$ cat config.mk
export PLATFORM = sky130hd
export DESIGN_NAME = sig_chk_score
export DESIGN_NICKNAME = d
export VERILOG_FILES = /design/src/rtl/sig_chk_score.sv
export SDC_FILE = /design/constraint.sdc
export NUM_CORES = 1
export LEC_CHECK = 0
export BUFFER_PORTS_ARGS = -buffer_cell sky130_fd_sc_hd__buf_4
export CAP_MARGIN = 5
export CELL_PAD_IN_SITES_DETAIL_PLACEMENT = 1
export CELL_PAD_IN_SITES_GLOBAL_PLACEMENT = 2
export CORE_MARGIN = 2
export CORE_UTILIZATION = 28
export CTS_BUF_LIST = sky130_fd_sc_hd__clkbuf_8 sky130_fd_sc_hd__clkbuf_16
export CTS_CLUSTER_DIAMETER = 150
export CTS_CLUSTER_SIZE = 24
export DETAILED_ROUTE_END_ITERATION = 8
export GPL_TIMING_DRIVEN = 0
export PLACE_DENSITY = 0.85
export SLEW_MARGIN = 20
export SYNTH_ARGS = -nofsm -noshare
export SYNTH_HDL_FRONTEND = slang
export SYNTH_SLANG_ARGS = --single-unit
$ cat constraint.sdc
create_clock -name clk -period 3.05 [get_ports clk]
set_input_delay 0.4575 -clock clk [delete_from_list [all_inputs] [get_ports clk]]
set_output_delay 0.4575 -clock clk [all_outputs]
set_load 0.01 [all_outputs]
$ cat src/rtl/sig_chk_score.sv
module sig_chk_score #(
    parameter int N_STEPS = 9,
    parameter int N_SEGS  = 3,
    parameter logic [N_STEPS-1:0] EXP_SEQ = '0,
    parameter logic [N_STEPS-1:0] SEG_END = '0,
    localparam int STEP_W = (N_STEPS > 1) ? $clog2(N_STEPS) : 1,
    localparam int SEG_W  = (N_SEGS > 1) ? $clog2(N_SEGS) : 1,
    localparam int CNT_W  = $clog2(N_SEGS + 1)
) (
    input  logic              clk,
    input  logic              rst,
    input  logic              clear,
    input  logic              arm,
    input  logic              cmp_vld,
    input  logic [STEP_W-1:0] cmp_idx,
    input  logic              resp,
    output logic [N_SEGS-1:0] seg_match,
    output logic [CNT_W-1:0]  match_cnt,
    output logic              full_match,
    output logic              done
);
    localparam logic [STEP_W-1:0] LAST = STEP_W'(N_STEPS - 1);

    typedef struct packed {
        logic [N_SEGS-1:0] work;
        logic [N_SEGS-1:0] res;
        logic [CNT_W-1:0]  cnt;
        logic              full;
        logic              done;
    } score_regs_t;

    score_regs_t d, q;
    logic [N_SEGS-1:0] nxt;
    logic              finish;

    function automatic logic [SEG_W-1:0] seg_of(input logic [STEP_W-1:0] k);
        int s = 0;
        for (int i = 0; i < N_STEPS; i++)
            if (i < int'(k) && SEG_END[i]) s++;
        return SEG_W'(s);
    endfunction

    function automatic logic [CNT_W-1:0] ones(input logic [N_SEGS-1:0] v);
        logic [CNT_W-1:0] c = '0;
        for (int i = 0; i < N_SEGS; i++) c = c + CNT_W'(v[i]);
        return c;
    endfunction

    assign finish = cmp_vld && (cmp_idx == LAST);

    always_comb begin
        d      = q;
        d.done = 1'b0;
        nxt    = q.work;
        if (clear) begin
            d.res  = '0;
            d.cnt  = '0;
            d.full = 1'b0;
        end
        if (arm) d.work = '1;
        if (cmp_vld) begin
            if (resp != EXP_SEQ[cmp_idx]) nxt[seg_of(cmp_idx)] = 1'b0;
            d.work = nxt;
            if (finish) begin
                d.res  = nxt;
                d.cnt  = ones(nxt);
                d.full = &nxt;
                d.done = 1'b1;
            end
        end
    end

    always_ff @(posedge clk) begin
        if (rst) q <= '0;
        else     q <= d;
    end

    assign seg_match  = q.res;
    assign match_cnt  = q.cnt;
    assign full_match = q.full;
    assign done       = q.done;


    done_pulse_chk: assert property (@(posedge clk) disable iff (rst)
        done |=> !done);


    full_count_chk: assert property (@(posedge clk) disable iff (rst)
        full_match |-> (int'(match_cnt) == N_SEGS));


    result_hold_chk: assert property (@(posedge clk) disable iff (rst)
        (!clear && !finish) |=> $stable(seg_match));
endmodule

==> metrics.md, run 1 <==
| Metric | Value |
|---|---|
| Outcome | finished, final reports clean |
| Die area | 2010 um^2 |
| CP Class | in -> reg |
| Worst Tran Pin Value | 428 ps |
| 1st-pass router iterations | 2 |
| Fin crit period | between 1000 and 1500 ps |
| FF-to-FF End | match_cnt[0] |
| Vias in the first global route | ~410 |
| Syn_nets | 63 |
| Ant. Diodes | 0 |
| CP startpoint kind | input port |
| Post-synth top area share | 38.5% |
| ANT nets after route | 0 |
| Clock sinks | 9 |
| Most common cell after layout, fill and taps aside | buf_4 |
| Origin of the worst setup path | cmp_idx[1] |
| Max_cap viols | 0 |
| Largest area contributor in the netlist | dfxtp_1 |
| Die width | approximately 45 um |
| H-tree levels | 1 |
| DIE HEIGHT | between 40 and 50 um |
| FMAX | roughly 760 MHz |
| Clk_lat worst skew | 230 ps |
| IO Pins | 17 |
| Setup TNS | 0 ps |
| Number of vias per cell | around 4.8 |
| Cell Pwr Density | 443 nW/um^2 |
| Maximum vdd drop | between 0.2 and 0.25 mV |
| Area growth, synth to finish | 39.6% |
| CTS clk-pin slew, worst paths | 50 ps |
| Worst EP arrival | 1410 ps |
| Syn Area/Cell | 9.18 um^2 |
| R2r worst-path depth | 4 |
| CTS tree | done |
| Syn Inst Count | 51 |
| RSZ-0062 raised after global routing | false |
| Hold Crit Class | reg -> reg |
| Util after Layout | 42.4% |
| Max clock buf depth | 2 |
| HPWL after DPL | roughly 770 um |
| Slew Limit Fails | 0 |
| Root Buffer | clkbuf_8 |
| Top post-synthesis cells by area | dfxtp_1, buf_4, ha_1 |
| Seq/Total Area, Yosys | just under 40% |
| Number of setup buffers added after CTS | 0 |
| Row count | 14 |
| First-pass GRT wire length | between 1500 and 2000 um |
| Clock Skews | between 0.5 and 0.6 ps |
| Total GRT Usage | 10.9% |
| Drt wl/cell | 11.5 um |
| Gr ovfl total | 0 |
| Yosys warnings | 0 |
| Yosys reg bits | 9 |
| Final hold vios | 0 |
| Reg-to-Reg Start | q[7] |
| DR iter-0 viols | 3 |
| Post-route DRC | 0 |
| Final setup vio count | 0 |
| Setup crit end kind | flip-flop |
| Slew Limit Headroom | 71.5% |
| Data required, critical path | 3150 ps |
| Leakage | between 0.3 and 0.4 nW |
| DR vias | around 410 |
| Synthesized area | 468 um^2 |
| Post_cts resized | 0 |
| Antenna violations before repair | 0 |
| Core area | 1540 um^2 |
| Critical Path Fanout Max | 4 |
| Largest net degree at the start of global routing | 11 |
| Number of buffers created by CTS | 3 |
| Final wirelength | 997 um |
| Initial Utilization | between 30% and 40% |
| Final net count | 84 |
| CTS Hold Bufs | 0 |
| Commonest non-fill, non-tap cells in the layout | buf_4, dfxtp_1, nor2_1, inv_1 |
| Layout cells sized above 1 | 39.4% |
| I/O Buffers | 16 |
| Synth cell types | 22 |
| Setup crit end | match_cnt[1] |
| Reg2reg setup slack | approximately 1900 ps |
| Gpl congestion | approximately 0.66 |
| Period Utilization, post-route | a little over two fifths |
[metal layers]
layer | vias to the layer above | part of all wire, % | track usage (%)
li1 | 212 | - | -
met1 | 187 | 46 | 11.6
met2 | 13 | 46 | 18.6
met5 | - | 0 | 0
met3 | 2 | 7.0 | 3.60
met4 | 0 | 1.0 | 7.06
[metrics by stage]
stage               hold slack (ps)  total power, mW  instances  cell area (um^2)  setup slack, ps
finish                          467            0.289         87               653             1730
detailed placement              462            0.155         83               608             1500
global route                    481            0.303         87               653             1710
floorplan                       440            0.138         51               468             1700
CTS                             469            0.293         87               653             1740
global placement                453            0.154         83               608             1500
[logic make-up after synthesis]
logic type	Yosys count	synth area share, %
XOR/XNOR	1	1.87
flip-flops	9	38.5
AND/OR/NAND/NOR	18	25.7
adder cells (fa/ha/maj)	2	5.35
buffers and inverters	10	12.0
AO/OA/AOI/OAI	11	16.6
[area by class of cell]
cell class	count	area, um^2
Fill cell	193	888
Multi-Input combinational cell	32	231
Sequential cell	9	180
Timing Repair Buffer	16	120
Clock buffer	3	41.3
Buffer	6	41.3
Tap cell	16	20.0
Inverter	4	15.0
Clock inverter	1	3.75
[flip-flops by register name, indices dropped and copies added (netlist names)]
signal	flops
seg_match	3
match_cnt	2
done	1
full_match	1
nxt	1
q	1
[report_power, final]
| group | internal (mW) | total, mW | switching, mW |
|---|---|---|---|
| clock network | 0.0878 | 0.137 | 0.0489 |
| registers | 0.120 | 0.122 | 0.00206 |
| logic | 0.0154 | 0.0304 | 0.0150 |
| total | 0.223 | 0.289 | 0.0660 |
[cells in the mapped netlist (all sizes together)]
master,number
xor2,1
o211ai,1
o21ai,2
nor4b,1
nand3,1
a21oi,3
nor3b,1
clkbuf,1
or4b,1
buf,5
nand2b,1
nor2b,3
nand2,2
inv,4
ha,2
a211oi,1
o31ai,2
dfxtp,9
nand4b,1
o41ai,2
nor2,7
[how the worst min path moves through the flow]
| stage | startpoint | end | slack, ps | depth (start not counted) |
|---|---|---|---|---|
| after floorplan | seg_match[1] | seg_match[1] | 440 | 2 |
| after global routing | clear | seg_match[1] | 480 | 2 |
| after global placement | seg_match[2] | seg_match[2] | 450 | 2 |
| after detailed placement | seg_match[1] | seg_match[1] | 460 | 2 |
| final | seg_match[1] | seg_match[1] | 470 | 2 |
| after CTS | seg_match[1] | seg_match[1] | 470 | 2 |
[worst max-delay path, stage by stage]
cell      delay (ps)
buf_4            120
or4b_4           570
nor2_2           170
a211oi_1          90
(Power assumes the default switching activity.)
==> run 2, diff against run 1 <==
--- a/config.mk
+++ b/config.mk
@@ -10,13 +10,13 @@
 export CELL_PAD_IN_SITES_DETAIL_PLACEMENT = 1
 export CELL_PAD_IN_SITES_GLOBAL_PLACEMENT = 2
 export CORE_MARGIN = 2
-export CORE_UTILIZATION = 28
+export CORE_UTILIZATION = 26
 export CTS_BUF_LIST = sky130_fd_sc_hd__clkbuf_8 sky130_fd_sc_hd__clkbuf_16
 export CTS_CLUSTER_DIAMETER = 150
 export CTS_CLUSTER_SIZE = 24
 export DETAILED_ROUTE_END_ITERATION = 8
 export GPL_TIMING_DRIVEN = 0
-export PLACE_DENSITY = 0.85
+export PLACE_DENSITY = 0.8
 export SLEW_MARGIN = 20
 export SYNTH_ARGS = -nofsm -noshare
 export SYNTH_HDL_FRONTEND = slang
==> constraint.sdc (replaced) <==
create_clock -name clk -period 1.25 [get_ports clk]
set_input_delay 0.1875 -clock clk [delete_from_list [all_inputs] [get_ports clk]]
set_output_delay 0.1875 -clock clk [all_outputs]
set_load 0.01 [all_outputs]
==> metrics.md, run 2 (synthesized netlist as in run 1, its figures left out) <==
| Metric | Value |
|---|---|
| Multi-input gate area | 231 um^2 (unchanged) |
| Worst Tran Pin Value | 467 ps (+39.4 ps) |
| Maximum vdd drop | 0.517 mV (+120%) |
| CTS Hold Bufs | 0 (unchanged) |
| Util after Layout | 39.6% (-2.8 points) |
| First-pass GRT wire length | 1700 um (+9.3%) |
| Area growth, synth to finish | 44.4% |
| CTS tree | done |
| H-tree levels | 1 (unchanged) |
| FMAX | 896 MHz |
| Clock Skews | 7.60 ps (+7.04 ps) |
| Design area | 676 um^2 (+3.4%) |
| CP max stage delay | 320 ps (-250 ps) |
| Filler cells | 210 (+8.8%) |
| Total GRT Usage | 11.9% (+0.97 points) |
| DIE HEIGHT | 46.4 um (+3.4%) |
| Drt wl/cell | 10.3 um (-10%) |
| Commonest non-fill, non-tap cells in the layout | buf_4, dfxtp_1, nor2_1, inv_1 |
| Period Utilization, post-route | 89.3% |
| Setup crit end kind | flip-flop |
| Final hold vios | 0 (unchanged) |
| Leakage | 0.304 nW (+1.2%) |
| DP Area | 619 um^2 (+1.9%) |
| Slew Limit Headroom | 68.9% (-2.6 points) |
| I/O Buffers | 16 (unchanged) |
| Ant. Diodes | 0 (unchanged) |
| Final net count | 85 (+1.2%) |
| Post-route DRC | 0 (unchanged) |
| DR vias | 417 (+0.72%) |
| Final wirelength | 999 um (+0.20%) |
| Most common cell after layout, fill and taps aside | buf_4 |
| FF+latch area | 183 um^2 (+1.4%) |
| Final setup vio count | 0 (unchanged) |
| CP Class | reg -> reg |
| Layout cells sized above 1 | 44.4% (+5.0 points) |
| Max_cap viols | 0 (unchanged) |
| Worst path cell trace | nand2b_1, ha_1, xor2_1, o31ai_1 |
| Hold slack | 193 ps (-274 ps) |
| DR iter-0 viols | 3 (unchanged) |
| Row count | 15 (+1) |
| Gr ovfl total | 0 (unchanged) |
| Cell Pwr Density | 1060 nW/um^2 (+140%) |
| HPWL after DPL | 777 um (+1.2%) |
| Initial Utilization | 27.4% (-3.0 points) |
| CP startpoint kind | flip-flop |
| Number of buffers created by CTS | 3 (unchanged) |
| Core area | 1710 um^2 (+11%) |
| Die area | 2160 um^2 (+7.0%) |
| Worst path slowest cell | dfxtp_2 |
| IO Pins | 17 (unchanged) |
| Largest net degree at the start of global routing | 11 (unchanged) |
| Hold Crit Class | in -> reg |
| Slew Limit Fails | 0 (unchanged) |
| Number of vias per cell | 4.30 (-9.7%) |
| CTS clk-pin slew, worst paths | 50 ps (about the same) |
| RSZ-0062 raised after global routing | false |
| Clock sinks | 9 (unchanged) |
| Setup TNS | 0 ps (unchanged) |
| Max reg flops | 3 (unchanged) |
| Max clock buf depth | 2 (unchanged) |
| Gpl congestion | 0.673 (+1.5%) |
| Clk_lat worst skew | 240 ps (about the same) |
| Antenna violations before repair | 0 (unchanged) |
| Fin crit period | ~1100 ps |
| Vias in the first global route | 396 (-3.2%) |
| 1st-pass router iterations | 3 (+1) |
| ANT nets after route | 0 (unchanged) |
| Critical Path Fanout Max | 2 (-2) |
| Outcome | finished, final reports clean |
| Worst EP arrival | 1270 ps (-140 ps) |
| Root Buffer | clkbuf_8 |
| Die width | 46.4 um (+3.4%) |
| Data required, critical path | 1400 ps (-1750 ps) |
run 2: cell types whose count changed in the layout (fill, tap and decap cells not counted), sizes merged:
cell,previous run,this run
clkinv,0,1
inv,5,4
buf,21,22
run 2: critical path, delay by kind of cell, from the launching register on:
| family | cells | cell delay, ps |
|---|---|---|
| flip-flops | 1 | 320 |
| adder cells (fa/ha/maj) | 1 | 290 |
| AO/OA/AOI/OAI | 1 | 210 |
| XOR/XNOR | 1 | 140 |
| AND/OR/NAND/NOR | 1 | 70 |
run 2: metal layers:
metal	GRT usage (%)	part of all wire [%]	up-vias	wire length, um
li1	-	-	214	-
met1	13.2	40	187	404
met2	18.3	50	14	495
met3	5.88	8.7	2	87
met4	6.86	1.2	0	12
met5	0	0	-	0
run 2: through the flow:
| step | instances | total power [mW] | setup WS, ps |
|---|---|---|---|
| global route | 97 | 0.752 | 10.9 |
| detailed placement | 92 | 0.378 | -24.3 |
| floorplan | 51 | 0.337 | 172 |
| CTS | 96 | 0.730 | 112 |
| finish | 97 | 0.716 | 134 |
| global placement | 92 | 0.377 | -19.4 |
run 2: where the power goes:
| part | switching, mW | internal (mW) | leakage [nW] |
|---|---|---|---|
| sequential | 0.00513 | 0.294 | 0.0736 |
| combinational | 0.0362 | 0.0388 | 0.205 |
| clock | 0.124 | 0.218 | 0.0255 |
| total | 0.165 | 0.551 | 0.304 |
run 2: final timing paths:
kind | start | end | slack (ps) | depth (start not counted)
max | q[7] | match_cnt[0] | 130 | 4
min | clear | seg_match[2] | 190 | 2
max reg2reg | q[7] | match_cnt[0] | 130 | 4
min reg2reg | seg_match[2] | seg_match[2] | 460 | 2
run 2: area by class of cell:
| class | instances | area share (%) |
|---|---|---|
| multi-input combinational | 32 | 34.3 |
| sequential | 9 | 27.0 |
| timing repair buffer | 17 | 18.9 |
| clock buffer | 3 | 6.11 |
| buffer | 6 | 6.11 |
| tap | 25 | 4.63 |
| inverter | 4 | 2.22 |
| clock inverter | 1 | 0.741 |
run 2: what timing repair did:
item	in CTS	in global routing
resized for setup	0	2
endpoints found under the setup margin	0	1
buffers inserted	0	1
==> run 3, diff against run 2 <==
--- a/config.mk
+++ b/config.mk
@@ -12,11 +12,11 @@
 export CORE_MARGIN = 2
 export CORE_UTILIZATION = 26
 export CTS_BUF_LIST = sky130_fd_sc_hd__clkbuf_8 sky130_fd_sc_hd__clkbuf_16
-export CTS_CLUSTER_DIAMETER = 150
 export CTS_CLUSTER_SIZE = 24
 export DETAILED_ROUTE_END_ITERATION = 8
 export GPL_TIMING_DRIVEN = 0
 export PLACE_DENSITY = 0.8
+export SETUP_SLACK_MARGIN = 0.4
 export SLEW_MARGIN = 20
 export SYNTH_ARGS = -nofsm -noshare
 export SYNTH_HDL_FRONTEND = slang
==> metrics.md, run 3 (synthesized netlist as in run 1, its figures left out) <==
| Metric | Value |
|---|---|
| Outcome | finished, final reports clean |
| Post-route insts no fill | 99 (+2.1%) |
| CTS Hold Bufs | 0 (unchanged) |
| Reg-to-Reg Start | q[7] |
| Sw Share | 22.7% (-0.33 points) |
| Drt wl/cell | 11.2 um (+8.9%) |
| CTS clk-pin slew, worst paths | 50 ps (about the same) |
| Antenna violations before repair | 0 (unchanged) |
| Worst Tran Pin Value | 459 ps (-8.13 ps) |
| Reg2reg setup slack | 120 ps (about the same) |
| Clock Power Share | 45.4% (-2.3 points) |
| DP Area | 619 um^2 (unchanged) |
| R2r worst-path depth | 4 (unchanged) |
| Logic pwr share | 12.8% (+2.3 points) |
| Crit path buffers/inverters | 0 (unchanged) |
| Period Utilization, post-route | 90.2% (+0.87 points) |
| Gpl congestion | 0.697 (+3.7%) |
| Max_cap viols | 0 (unchanged) |
| Int Power | 0.558 mW (+1.3%) |
| Fin crit period | 1130 ps (+10.8 ps) |
| Root Buffer | clkbuf_8 |
| Critical Path Fanout Max | 2 (unchanged) |
| DIE HEIGHT | 46.4 um (unchanged) |
| Hold slack | 198 ps (+5.71 ps) |
| FF-to-FF End | match_cnt[0] |
| Final net count | 87 (+2.4%) |
| Hold Crit Class | in -> reg |
| Maximum vdd drop | 0.577 mV (+12%) |
| Largest net degree at the start of global routing | 11 (unchanged) |
| Die area | 2160 um^2 (unchanged) |
| Die width | 46.4 um (unchanged) |
| Met1 usage | 15.9% (+2.7 points) |
| Crit path max-delay family | flip-flops |
| Core area | 1710 um^2 (unchanged) |
| Origin of the worst setup path | q[7] |
| Setup TNS | 0 ps (unchanged) |
| Stages on the worst setup path | 4 (unchanged) |
| Row count | 15 (unchanged) |
| H-tree levels | 1 (unchanged) |
| Most common cell after layout, fill and taps aside | buf_6 |
| Multi-input gate area | 264 um^2 (+14%) |
| FF+latch area | 189 um^2 (+3.4%) |
| Clock Skews | 1.56 ps (-6.04 ps) |
| RSZ-0062 raised after global routing | true |
| CP max stage delay | 340 ps (+20 ps) |
| Setup crit end | match_cnt[0] |
| Met3 Track Usage GR | 3.53% (-2.4 points) |
| CP startpoint kind | flip-flop |
| Max clock buf depth | 2 (unchanged) |
| ANT nets after route | 0 (unchanged) |
| Grt met2 use | 18.1% (-0.28 points) |
| Vias in the first global route | 424 (+7.1%) |
| Max reg flops | 3 (unchanged) |
| HPWL after DPL | 770 um (-0.79%) |
| Final setup vio count | 0 (unchanged) |
| Worst path cell trace | nand2b_4, ha_1, xor2_1, o31ai_1 |
| Worst EP arrival | 1270 ps (about the same) |
| Setup Slack @ Placement | -10.7 ps (+13.7 ps) |
| Number of buffers created by CTS | 3 (unchanged) |
| NetSw | 0.164 mW (-0.57%) |
| First-pass GRT wire length | 1830 um (+7.7%) |
| CP Class | reg -> reg |
| CTS tree | done |
| Post-route DRC | 0 (unchanged) |
| IO Pins | 17 (unchanged) |
| FMAX | 887 MHz (-0.96%) |
| Slew Limit Fails | 0 (unchanged) |
| Filler cells | 190 (-9.5%) |
| Clk_lat worst skew | 230 ps (about the same) |
| Setup crit end kind | flip-flop |
| Final hold vios | 0 (unchanged) |
| GRT Max-Usage Layer | met2 |
| Worst path slowest cell | dfxtp_2 |
| I/O Buffers | 16 (unchanged) |
| Area growth, synth to finish | 67.4% |
| Final wirelength | 1110 um (+11%) |
| Final WS setup | 123 ps (-10.8 ps) |
| Cell Pwr Density | 922 nW/um^2 (-13%) |
| Placed cells | 92 (unchanged) |
| Ant. Diodes | 0 (unchanged) |
| Data required, critical path | 1390 ps (about the same) |
| Initial Utilization | 27.4% (unchanged) |
| Flop pwr share | 41.8% (about the same) |
| Total GRT Usage | 12.1% (+0.14 points) |
| Clock sinks | 9 (unchanged) |
| Commonest non-fill, non-tap cells in the layout | buf_6, buf_4, dfxtp_2, nor2_1, inv_1 |
| Number of vias per cell | 4.47 (+4.1%) |
| 1st-pass router iterations | 1 (-2) |
| DR vias | 443 (+6.2%) |
| Slew Limit Headroom | 69.4% (+0.54 points) |
| DR iter-0 viols | 0 (-3) |
| Leakage | 0.334 nW (+9.7%) |
| Util after Layout | 45.9% (+6.3 points) |
| Total Power | 0.722 mW (+0.87%) |
| Layout cells sized above 1 | 58.1% (+14 points) |
| Design area | 783 um^2 (+16%) |
| Gr ovfl total | 0 (unchanged) |
-- run 3: what timing repair did --
| action | in CTS | in global routing |
|---|---|---|
| pin swaps | 5 | 3 |
| setup buffers | 3 | 0 |
| gates cloned | 0 | 0 |
| setup endpoints to repair | 12 | 13 |
| gates resized for setup | 21 | 8 |
-- run 3: worst min path at each step --
stage               depth (start not counted)  startpoint      endpoint  slack [ps]
floorplan                                   1       clear  seg_match[1]         290
global placement                            2       clear  seg_match[1]         440
detailed placement                          2       clear  seg_match[2]         440
CTS                                         2       clear  seg_match[2]         200
global route                                2       clear  seg_match[1]         210
finish                                      2       clear  seg_match[2]         200
-- run 3: cell type report --
cell class	count	area share, %
plain buffers	6	7.19
well taps	25	3.99
clock buffers	3	5.27
inverters	4	2.24
flip-flops and latches	9	24.1
multi-input cells	32	33.7
repair buffers	19	23.0
clock inverters	1	0.479
-- run 3: power groups by stage --
stage / Sequential [mW] / Combinational [mW] / Clock [mW]
floorplan: 0.303 / 0.0339 / 0
global placement: 0.303 / 0.0729 / 0
detailed placement: 0.304 / 0.0749 / 0
CTS: 0.299 / 0.0858 / 0.334
global route: 0.302 / 0.103 / 0.351
finish: 0.302 / 0.0927 / 0.328
-- run 3: layer usage --
metal	vias to the layer above	wire, um	share of wire (%)
met1	213	537	48
met5	-	0	0
met4	0	0	0
met3	0	49	4.4
li1	220	-	-
met2	10	523	47
